### src/rtl/cr_field_unit_pkg.sv
package cr_field_unit_pkg;
  localparam int FIELD_BITS = 4;
  localparam int NUM_FIELDS = 8;
  localparam int CR_BITS    = FIELD_BITS * NUM_FIELDS;
  localparam int FIDX_W     = $clog2(NUM_FIELDS);
  localparam int BIDX_W     = $clog2(CR_BITS);
  localparam int OP_W       = 3;
  localparam int INSN_W     = 32;
  localparam int ONE_FIELD_BIT = 20;

  typedef enum logic [OP_W-1:0] {
    OP_NONE      = 3'd0,
    OP_MOVE_TO   = 3'd1,
    OP_READ_CR   = 3'd2,
    OP_FIELD_CPY = 3'd3,
    OP_BIT_LOGIC = 3'd4
  } crOp_e;

  typedef struct packed {
    logic moveTo;
    logic readWhole;
    logic readOne;
    logic fieldCopy;
    logic bitLogic;
    logic wrResult;
    logic wrCond;
    logic wrFull;
  } crStrobe_t;
endpackage

### src/rtl/cr_field_ctrl.sv
module cr_field_ctrl
  import cr_field_unit_pkg::*;
(
  input  logic [OP_W-1:0]   opCode,
  input  logic [INSN_W-1:0] insnWord,
  output crStrobe_t         strobe
);
  always_comb begin
    strobe = '0;
    unique case (opCode)
      OP_MOVE_TO: begin
        strobe.moveTo = 1'b1;
        strobe.wrFull = 1'b1;
      end
      OP_READ_CR: begin
        strobe.readOne   = insnWord[ONE_FIELD_BIT];
        strobe.readWhole = ~insnWord[ONE_FIELD_BIT];
        strobe.wrResult  = 1'b1;
      end
      OP_FIELD_CPY: begin
        strobe.fieldCopy = 1'b1;
        strobe.wrCond    = 1'b1;
        strobe.wrFull    = 1'b1;
      end
      OP_BIT_LOGIC: begin
        strobe.bitLogic = 1'b1;
        strobe.wrCond   = 1'b1;
        strobe.wrFull   = 1'b1;
      end
      default: strobe = '0;
    endcase
  end
endmodule

### src/rtl/cr_field_dp.sv
module cr_field_dp
  import cr_field_unit_pkg::*;
(
  input  crStrobe_t               strobe,
  input  logic [CR_BITS-1:0]      operandA,
  input  logic [CR_BITS-1:0]      crIn,
  input  logic [NUM_FIELDS-1:0]   fieldMask,
  input  logic [FIDX_W-1:0]       dstField,
  input  logic [FIDX_W-1:0]       srcField,
  input  logic [BIDX_W-1:0]       bitT,
  input  logic [BIDX_W-1:0]       bitA,
  input  logic [BIDX_W-1:0]       bitB,
  input  logic [3:0]              truthTab,
  output logic [CR_BITS-1:0]      resultOut,
  output logic [FIELD_BITS-1:0]   condFieldOut,
  output logic [CR_BITS-1:0]      fullCrOut
);
  logic [CR_BITS-1:0]    movedCr;
  logic [CR_BITS-1:0]    oneFieldRes;
  logic [CR_BITS-1:0]    copiedCr;
  logic [CR_BITS-1:0]    logicCr;
  logic [FIDX_W:0]       maskCount;
  logic                  maskSingle;
  logic [FIDX_W-1:0]     dstSlice;
  logic [FIDX_W-1:0]     srcSlice;
  logic [FIDX_W-1:0]     bitSlice;
  logic [BIDX_W-1:0]     posT;
  logic [BIDX_W-1:0]     posA;
  logic [BIDX_W-1:0]     posB;
  logic                  aVal;
  logic                  bVal;
  logic                  newBit;
  logic [FIELD_BITS-1:0] copyField;

  // per-slice masked move and single-field read
  for (genvar f = 0; f < NUM_FIELDS; f++) begin : g_slice
    assign movedCr[f*FIELD_BITS +: FIELD_BITS] =
      fieldMask[f] ? operandA[f*FIELD_BITS +: FIELD_BITS]
                   : crIn[f*FIELD_BITS +: FIELD_BITS];
    assign oneFieldRes[f*FIELD_BITS +: FIELD_BITS] =
      (fieldMask[f] && maskSingle) ? crIn[f*FIELD_BITS +: FIELD_BITS]
                                   : '0;
  end

  always_comb begin
    maskCount = '0;
    for (int i = 0; i < NUM_FIELDS; i++) begin
      maskCount = maskCount + {{FIDX_W{1'b0}}, fieldMask[i]};
    end
  end
  assign maskSingle = (maskCount == (FIDX_W+1)'(1));

  // field copy, architectural numbering reversed
  assign dstSlice  = FIDX_W'(NUM_FIELDS-1) - dstField;
  assign srcSlice  = FIDX_W'(NUM_FIELDS-1) - srcField;
  assign copyField = crIn[srcSlice*FIELD_BITS +: FIELD_BITS];

  always_comb begin
    copiedCr = crIn;
    copiedCr[dstSlice*FIELD_BITS +: FIELD_BITS] = copyField;
  end

  // bit logic through a truth table
  assign posT   = BIDX_W'(CR_BITS-1) - bitT;
  assign posA   = BIDX_W'(CR_BITS-1) - bitA;
  assign posB   = BIDX_W'(CR_BITS-1) - bitB;
  assign aVal   = crIn[posA];
  assign bVal   = crIn[posB];
  assign newBit = truthTab[{aVal, bVal}];
  assign bitSlice = FIDX_W'(NUM_FIELDS-1) - bitT[BIDX_W-1 -: FIDX_W];

  always_comb begin
    logicCr = crIn;
    logicCr[posT] = newBit;
  end

  // output steering, zero when not produced
  always_comb begin
    resultOut    = '0;
    condFieldOut = '0;
    fullCrOut    = '0;
    if (strobe.readWhole) resultOut = crIn;
    if (strobe.readOne)   resultOut = oneFieldRes;
    if (strobe.moveTo)    fullCrOut = movedCr;
    if (strobe.fieldCopy) begin
      fullCrOut    = copiedCr;
      condFieldOut = copyField;
    end
    if (strobe.bitLogic) begin
      fullCrOut    = logicCr;
      condFieldOut = logicCr[bitSlice*FIELD_BITS +: FIELD_BITS];
    end
  end
endmodule

### src/rtl/cr_field_unit.sv
module cr_field_unit
  import cr_field_unit_pkg::*;
(
  input  logic [OP_W-1:0]       opCode,
  input  logic [INSN_W-1:0]     insnWord,
  input  logic [CR_BITS-1:0]    operandA,
  input  logic [CR_BITS-1:0]    crIn,
  input  logic [NUM_FIELDS-1:0] fieldMask,
  input  logic [FIDX_W-1:0]     dstField,
  input  logic [FIDX_W-1:0]     srcField,
  input  logic [BIDX_W-1:0]     bitT,
  input  logic [BIDX_W-1:0]     bitA,
  input  logic [BIDX_W-1:0]     bitB,
  input  logic [3:0]            truthTab,
  output logic [OP_W-1:0]       opCodeOut,
  output logic [INSN_W-1:0]     insnWordOut,
  output logic [CR_BITS-1:0]    resultOut,
  output logic                  resultValid,
  output logic [FIELD_BITS-1:0] condFieldOut,
  output logic                  condValid,
  output logic [CR_BITS-1:0]    fullCrOut,
  output logic                  fullCrValid
);
  crStrobe_t strobe;

  cr_field_ctrl u_ctrl (
    .opCode   (opCode),
    .insnWord (insnWord),
    .strobe   (strobe)
  );

  cr_field_dp u_dp (
    .strobe       (strobe),
    .operandA     (operandA),
    .crIn         (crIn),
    .fieldMask    (fieldMask),
    .dstField     (dstField),
    .srcField     (srcField),
    .bitT         (bitT),
    .bitA         (bitA),
    .bitB         (bitB),
    .truthTab     (truthTab),
    .resultOut    (resultOut),
    .condFieldOut (condFieldOut),
    .fullCrOut    (fullCrOut)
  );

  assign opCodeOut   = opCode;
  assign insnWordOut = insnWord;
  assign resultValid = strobe.wrResult;
  assign condValid   = strobe.wrCond;
  assign fullCrValid = strobe.wrFull;
endmodule

### config.mk
export PLATFORM = sky130hd
export DESIGN_NAME = cr_field_unit
export DESIGN_NICKNAME = d
export VERILOG_FILES = /design/src/rtl/cr_field_unit_pkg.sv /design/src/rtl/cr_field_ctrl.sv /design/src/rtl/cr_field_dp.sv /design/src/rtl/cr_field_unit.sv
export SDC_FILE = /design/constraint.sdc
export NUM_CORES = 1
export LEC_CHECK = 0
export BUFFER_PORTS_ARGS = -buffer_cell sky130_fd_sc_hd__buf_2
export CORE_UTILIZATION = 32
export DETAILED_ROUTE_END_ITERATION = 8
export SLEW_MARGIN = 10
export SYNTH_ARGS = -nofsm -noshare
export SYNTH_HDL_FRONTEND = slang
export SYNTH_SLANG_ARGS = --single-unit
export TNS_END_PERCENT = 50
### constraint.sdc
create_clock -name vclk -period 5.9
set_input_delay 1.18 -clock vclk [all_inputs]
set_output_delay 1.18 -clock vclk [all_outputs]
set_load 0.1 [all_outputs]
# ---- Yosys cells after proc, flatten, opt, wreduce, memory -nomap -nowiden
# Cells that the tools add are included.
dict set report totals {
  latchBits 0
  output_inout_bits 106
  memories 0
  register_bits 0
  ramBits 0
  rom_bits 0
  in_bits 132
  word_cells 80
}
dict set report op_classes {
  add_sub_neg 14
  bitwise 1
  n_div 0
  n_shift 4
  reduce_logical 11
  mux 40
  mul 0
  eq_ne 5
  n_lt_le_gt_ge 5
}
# op n
set op_table {}
lappend op_table {{$mux W32} 5}
lappend op_table {{$mux W4} 18}
lappend op_table {{$bwmux W32} 2}
lappend op_table {{$shiftx A32 B6 Y4} 2}
lappend op_table {{$neg A5 Y34} 1}
lappend op_table {{$shift A4 B34 Y32 const A} 1}
lappend op_table {{$shiftx A4 B34 Y32} 1}
lappend op_table {{$add A4 B1 Y4} 6}
lappend op_table {{$lt A5 B6 Y1 const B} 3}
lappend op_table {{$sub A5 B5 Y5 const A} 3}
lappend op_table {{$bmux W1 S5} 2}
lappend op_table {{$mux W1} 10}
lappend op_table {{$logic_and A1 B1 Y1} 9}
lappend op_table {{$sub A3 B3 Y3 const A} 3}
lappend op_table {{$eq A3 B2 Y1 const B} 2}
lappend op_table {{$demux W1 S5} 1}
lappend op_table {{$ge A5 B1 Y1 const B} 1}
lappend op_table {{$eq A4 B1 Y1 const B} 1}
lappend op_table {{$eq A3 B1 Y1 const B} 1}
lappend op_table {{$eq A3 B3 Y1 const B} 1}
lappend op_table {{$lt A2 B3 Y1 const B} 1}
lappend op_table {{$reduce_or A3 Y1} 1}
lappend op_table {{$add A1 B1 Y2} 1}
lappend op_table {{$bmux W1 S2} 1}
lappend op_table {{other kinds (3)} 3}

# ---- Longest topological paths before layout
# Gate-level depths: netlist (run 1).
dict set report logic_depth {
  depth_word 11
  mapped_depth 14
  depth_no_buf 14
}

# ---- Cells and area by module
# A second synthesis (run 1) with hierarchy kept.
dict set report unflattened {
  cells_unflattened 538
  area_unflattened_um2 3895.0
}
# mod n_inst cells_per_inst seq_area_each_um2 area_per_inst_um2
set by_module_without_submodules {}
lappend by_module_without_submodules {cr_field_dp 1 494 0.0 3562.2}
lappend by_module_without_submodules {cr_field_unit 1 35 0.0 262.8}
lappend by_module_without_submodules {cr_field_ctrl 1 9 0.0 70.1}

# ---- Least setup slack after synthesis (run 1)
# No wires, ideal clock.
dict set report synth_path {
  path_kind {in2out}
  from {in bitB[1]}
  to {out condFieldOut[0]}
  t_required_ps 4720
  path_stages 8
  n_path_buf 2
  setup_slack_ps -110
  arrival_ps 4830
  path_cell_list {buf_2 -> buf_2 -> mux2i_1 -> a221oi_1 -> nand4b_1 -> nand4_1 -> mux2_4 -> o31ai_1}
}
dict set report synth_between {
  elab_chain_len 8
}
# element line
set synth_rtl {}
lappend synth_rtl {{from (decl)} cr_field_unit.sv:13} ;# input logic [BIDX_W-1:0] bitB,
lappend synth_rtl {{$sub A5 B5 Y5} cr_field_dp.sv:66} ;# assign posB = BIDX_W'(CR_BITS-1) - bitB;
lappend synth_rtl {{$bmux W1 S5} cr_field_dp.sv:68} ;# assign bVal = crIn[posB];
lappend synth_rtl {{$mux W1 (implied by the code)} cr_field_dp.sv:68}
lappend synth_rtl {{$bmux W1 S2} cr_field_dp.sv:69} ;# assign newBit = truthTab[{aVal, bVal}];
lappend synth_rtl {{$mux W1 (implied by the code)} cr_field_dp.sv:69}
lappend synth_rtl {{$bwmux W32} cr_field_dp.sv:74} ;# logicCr[posT] = newBit;
lappend synth_rtl {{$shiftx A32 B6 Y4} cr_field_dp.sv:91} ;# condFieldOut = logicCr[bitSlice*FIELD_BITS +: FIELD_BITS];
lappend synth_rtl {{$mux W4} cr_field_dp.sv:89} ;# if (strobe.bitLogic) begin
lappend synth_rtl {{to (decl)} cr_field_unit.sv:19} ;# output logic [FIELD_BITS-1:0] condFieldOut,
# Every way passes these cells. The select of a mux whose other input is x is not followed.

# ---- Worst setup path in the final report (run 1)
dict set report layout_path {
  from {in fieldMask[0]}
  to {out resultOut[25]}
}
dict set report layout_between {
  elab_chain_len 11
}
# element line
set layout_rtl {}
lappend layout_rtl {{from (decl)} cr_field_unit.sv:8} ;# input logic [NUM_FIELDS-1:0] fieldMask,
lappend layout_rtl {{$add A1 B1 Y2} cr_field_dp.sv:48} ;# maskCount = maskCount + {{FIDX_W{1'b0}}, fieldMask[i]};
lappend layout_rtl {{$add A4 B1 Y4 (6 in series)} cr_field_dp.sv:48}
lappend layout_rtl {{$eq A4 B1 Y1} cr_field_dp.sv:51} ;# assign maskSingle = (maskCount == (FIDX_W+1)'(1));
lappend layout_rtl {{$logic_and A1 B1 Y1} cr_field_dp.sv:41} ;# (fieldMask[f] && maskSingle) ? crIn[f*FIELD_BITS +: FIELD_BITS]
lappend layout_rtl {{$mux W4} cr_field_dp.sv:41}
lappend layout_rtl {{$mux W32} cr_field_dp.sv:83} ;# if (strobe.readOne) resultOut = oneFieldRes;
lappend layout_rtl {{to (decl)} cr_field_unit.sv:17} ;# output logic [CR_BITS-1:0] resultOut,
# Every way passes these cells.

==> results of run 1 <==
==> repair_timing <==
item                                    in CTS  in global routing
gates resized for setup                      1                 72
buffers inserted                             0                  1
pin swaps                                    0                 22
endpoints found under the setup margin       1                 32
==> worst max path at each step <==
stage                           end  slack [ps]  cells after the start
floorplan           condFieldOut[0]        -110                      8
CTS                    resultOut[3]           7                     17
detailed placement     resultOut[8]          10                     17
global placement      resultOut[25]          60                     17
global route          resultOut[26]         -20                     17
finish                resultOut[25]         100                     16
==> Yosys cell counts, drive strengths merged, types with 2 or more instances <==
library cell	count
fa	4
clkbuf	20
a22oi	4
a222oi	9
nand2b	3
ha	5
nor2b	15
and3	5
nor3	6
inv	14
mux4	12
a22o	2
o21a	3
nand4	2
or3	2
o211a	9
a2111oi	5
nand4b	3
o21ai	53
mux2	9
a31oi	7
nand2	66
o221ai	4
mux2i	38
a21oi	39
buf	48
a221oi	12
o22ai	15
nand3b	3
o32a	4
and2b	2
o31ai	3
and2	36
a211oi	2
o21bai	2
nor2	41
nand3	21
==> cell type report <==
class	instances	area (µm²)
fill	1120	5853
multi-input combinational	451	3432
inverter	14	52.55
tap	140	175.2
timing repair buffer	190	1470
==> report_power, final <==
group,internal (mW),leakage (nW),switching [mW]
clock network,0,0,0
registers,0,0,0
logic,0.181,2.24,0.453
==> metrics by stage <==
stage          cells  hold slack (ps)  utilization
2_1_floorplan    534             2572            -
3_3_place_gp     794             2361       0.4434
6_report         795             2360       0.4671
4_1_cts          794             2361       0.4437
5_1_grt          795             2360       0.4671
3_5_place_dp     794             2361       0.4434
==> per-layer routing <==
layer | routed length (µm) | vias up | global-route usage
met5 | 0 | - | 0
li1 | - | 2215 | -
met3 | 2232 | 68 | 0.04483
met2 | 8571 | 353 | 0.4816
met1 | 7094 | 2343 | 0.3856
met4 | 863 | 0 | 0.1515
==> kinds of logic after synthesis <==
logic type	Yosys count
AO/OA/AOI/OAI	176
buffers and inverters	83
multiplexers	59
AND/OR/NAND/NOR	207
adder cells (fa/ha/maj)	9
==> cells in the final DEF (no fill, tap or decap), types with 3 or more instances in the layout <==
master and count:
a2111oi_0 4, a21oi_1 31, a21oi_4 8, a221oi_1 12, a222oi_1 9, a22oi_1 4, a31oi_1 7, and2_1 4
and2_4 32, and3_1 5, buf_12 32, buf_2 144, buf_4 13, ha_1 4, inv_1 12, mux2_2 8
mux2i_1 35, mux4_2 12, nand2_1 58, nand2_4 8, nand2b_1 3, nand3_1 21, nand3b_1 3, nand4b_1 3
nor2_1 41, nor2b_1 15, nor3_1 6, o211a_1 9, o21a_1 3, o21ai_0 27, o21ai_1 14, o21ai_2 12
o221ai_2 4, o22ai_1 15, o31ai_1 3, o32a_1 4
==> impl_metrics.ini, run 1 <==
[final_layout]
final_cell_area_um2 = 5130
layout-drive-gt1-share = 0.4382
syn2layout_area_growth_pct = 39.84
final_net_count = 798
seq_cells = 0
register_area_um2 = 0
clkbuf_count = 0
n_antenna_cell = 0

[logic_synthesis]
syn_nets = 675
synth_compound_area_frac = 0.3366
netlist_area_um2 = 3669
ys_types = 52
synth_xor_area_frac = 0
synthSimpleGateAreaFrac = 0.2759
synth_top_family_by_area = compound AO/OA/AOI/OAI gates
synth_top_area_frac = 0.09550
synth_mux_area_frac = 0.2115
synth_seq_area_share = 0
synthCells = 534
ys_warn_count = 0
synthTopCellsByArea = mux2i_1 9.5%, mux4_2 7.4%, buf_4 7.2%
synth-adder-area-share = 0.03888
syn_area_per_cell_um2 = 6.870
synth_area_leader_cell = mux2i_1

[die]
ios = 238
die-area_um2 = 11900
fp.dieW_um = 109.1
fp-row-count = 38
core_area_um2 = 10980
floorplan.initialDensity = 0.3340
fp.dieH_um = 109.1

[routing]
wl_per_cell_um = 23.60
vias_per_cell = 6.263
drt_wl_total_um = 18760
postRouteAntennaNets = 0
vias = 4979
drt_iter0_markers = 531
drc = 0
drt_pass1_iterations = 5

[critical_path]
crit_chain = buf_2, ha_4, inv_2, fa_1, fa_1, inv_2, fa_2, buf_4, a2111oi_4, a21oi_1, nor2_1, buf_6, nand2_4, a21oi_4, and2_4, buf_12
crit_family = adder cells
critPathLaunch = fieldMask[0]
cpMaxStageDelayCell = fa_1
cp-end-kind = primary output
crit_buf_inv = 6
crit_type = in2out
critPathMaxFanout = 8
start_kind = input pin
critPathRequiredTime_ps = 4720
cp.arrival_ps = 4620
crit_path_max_incr_delay_ps = 560

[worst_hold_path]
min_from = insnWord[11]
hold_depth = 0
hold_path.class = in2out
hold_end = insnWordOut[11]

[grt]
grt_max_degree = 37
grt_first_pass_wirelength_um = 26880
grt_overflow = 0
antenna_found_initial = 0
grt_pass1_vias = 4643
track_usage = 0.2993

[power]
cellPowerDensity_nw_per_um2 = 123.5
total_power_uw = 633.6
ir_drop_mv = 0.07625
leakage_nw = 2.240

[sta]
maxSlewViolCount = 0
period_share = 0.9835
fin_crit_ps = 5803
timing.slew.headroom = 0.2807
timing.fmax_ghz = 0.1723
setup_slack_ps = 97.46
tns_ps = 0
setup_violations = 0
finalHoldViolCount = 0
tightest_slew_ps = 1076

[placement]
place_area_um2 = 4870
dp_hpwl_um = 14250
dpl_worst_slack_ps = 11.16
port_buffers = 176
place.gp.congestion = 1.005

[run]
maxCapViolations = 0

[outcome]
status = finished, final reports clean

[clock_network]
holdBufCountCts = 0
Note: power is estimated with default switching activity, not from simulation.
==> inputs of run 2 (changes only) <==
--- a/config.mk
+++ b/config.mk
@@ -6,8 +6,9 @@
 export NUM_CORES = 1
 export LEC_CHECK = 0
 export BUFFER_PORTS_ARGS = -buffer_cell sky130_fd_sc_hd__buf_2
-export CORE_UTILIZATION = 32
+export CORE_UTILIZATION = 35
 export DETAILED_ROUTE_END_ITERATION = 8
+export PLACE_DENSITY = 0.68
 export SLEW_MARGIN = 10
 export SYNTH_ARGS = -nofsm -noshare
 export SYNTH_HDL_FRONTEND = slang
==> impl_metrics.ini, run 2 (synthesis results as in run 1) <==
[outcome]
status = finished, final reports clean

[final_layout]
mostFrequentLayoutCells = 144 x buf_2, 66 x nand2_1, 40 x nor2_1
final_cells = 791
clkbuf_count = 0
utilization = 0.4906
final_common_cell = buf_2
register_area_um2 = 0
layout-drive-gt1-share = 0.4214
seq_cells = 0
final_net_count = 798
syn2layout_area_growth_pct = 36.83
n_antenna_cell = 0

[power]
cellPowerDensity_nw_per_um2 = 121.3
ir_drop_mv = 0.07544
leakage_nw = 2.174

[routing]
drt_iter0_markers = 580
drt_pass1_iterations = 6
drc = 0
wl_per_cell_um = 21.60
vias = 4917
drt_wl_total_um = 17090
postRouteAntennaNets = 0
vias_per_cell = 6.216

[grt]
grt_pass1_vias = 4677
antenna_found_initial = 0
track_usage = 0.2990
grt_max_degree = 37
grt_overflow = 0
grt_first_pass_wirelength_um = 25780

[die]
fp-row-count = 37
ios = 238
core_area_um2 = 10230
die-area_um2 = 10900
fp.dieW_um = 104.4
floorplan.initialDensity = 0.3586
fp.dieH_um = 104.4

[critical_path]
crit_type = in2out
cp-end-kind = primary output
critPathMaxFanout = 4
cp.arrival_ps = 4590
start_kind = input pin
critPathRequiredTime_ps = 4720

[sta]
grt_setup_unrepaired = no
finalHoldViolCount = 0
setup_violations = 0
timing.slew.headroom = 0.3741
tightest_slew_ps = 936.3
maxSlewViolCount = 0
period_share = 0.9771
timing.fmax_ghz = 0.1735
setup_slack_ps = 135.0
fin_crit_ps = 5765

[worst_hold_path]
hold_end = insnWordOut[3]
hold_depth = 0
hold_path.class = in2out
min_from = insnWord[3]

[run]
maxCapViolations = 0

[placement]
dp_cells = 791
port_buffers = 176
dpl_worst_slack_ps = -97.16
place.gp.congestion = 0.9434
dp_hpwl_um = 13150

[clock_network]
holdBufCountCts = 0
cts_setup_buffers = 0
run 2: area by class of cell:
cell class	instances	area [µm²]
Fill cell	1023	5211
Inverter	14	52.55
Multi-Input combinational cell	451	3323
Tap cell	136	170.2
Timing Repair Buffer	190	1474
run 2: metrics by stage:
| step | hold WS (ps) | power (mW) | setup TNS (ps) | instance area (µm²) |
|---|---|---|---|---|
| finish | 2360 | 0.6088 | 0 | 5020 |
| global route | 2360 | 0.6365 | 0 | 5020 |
| CTS | 2361 | 0.5811 | 0 | 4890 |
| detailed placement | 2361 | 0.5757 | -1608 | 4872 |
| global placement | 2361 | 0.5713 | -54.28 | 4872 |
| floorplan | 2572 | 0.5119 | -1732 | 3686 |
run 2: repair_timing:
item,CTS,global route
pin swaps,1,11
hold endpoints to repair,0,0
resized for setup,6,41
setup endpoints to repair,28,32
run 2: worst max path at each step:
stage,startpoint,end,slack (ps)
after floorplan,bitB[1],condFieldOut[0],-110
after detailed placement,fieldMask[0],resultOut[4],-100
after global routing,fieldMask[0],resultOut[20],4
final,fieldMask[0],resultOut[20],130
after global placement,fieldMask[0],resultOut[4],-20
after CTS,fieldMask[0],resultOut[31],10
run 2: power breakdown:
group	switching (mW)	leakage [nW]	internal, mW
Clock	0	0	0
Combinational	0.434	2.17	0.175
Sequential	0	0	0
Total	0.434	2.17	0.175
run 2: critical path: stages:
cell and delay [ps]:
buf_2 130, ha_1 270, inv_1 40, fa_1 490, fa_1 410, inv_1 80, fa_2 230, inv_1 60
fa_2 360, a2111oi_4 190, a21oi_1 90, nor2_2 240, buf_6 150, nand2_1 60, a21oi_2 200, and2_4 210
buf_12 170
run 2: layer usage:
layer	GRT usage	routed length (µm)	vias up
li1	-	-	2215
met1	0.3813	6346	2257
met2	0.4901	7933	368
met3	0.05013	2054	77
met4	0.1357	752	0
met5	0	0	-
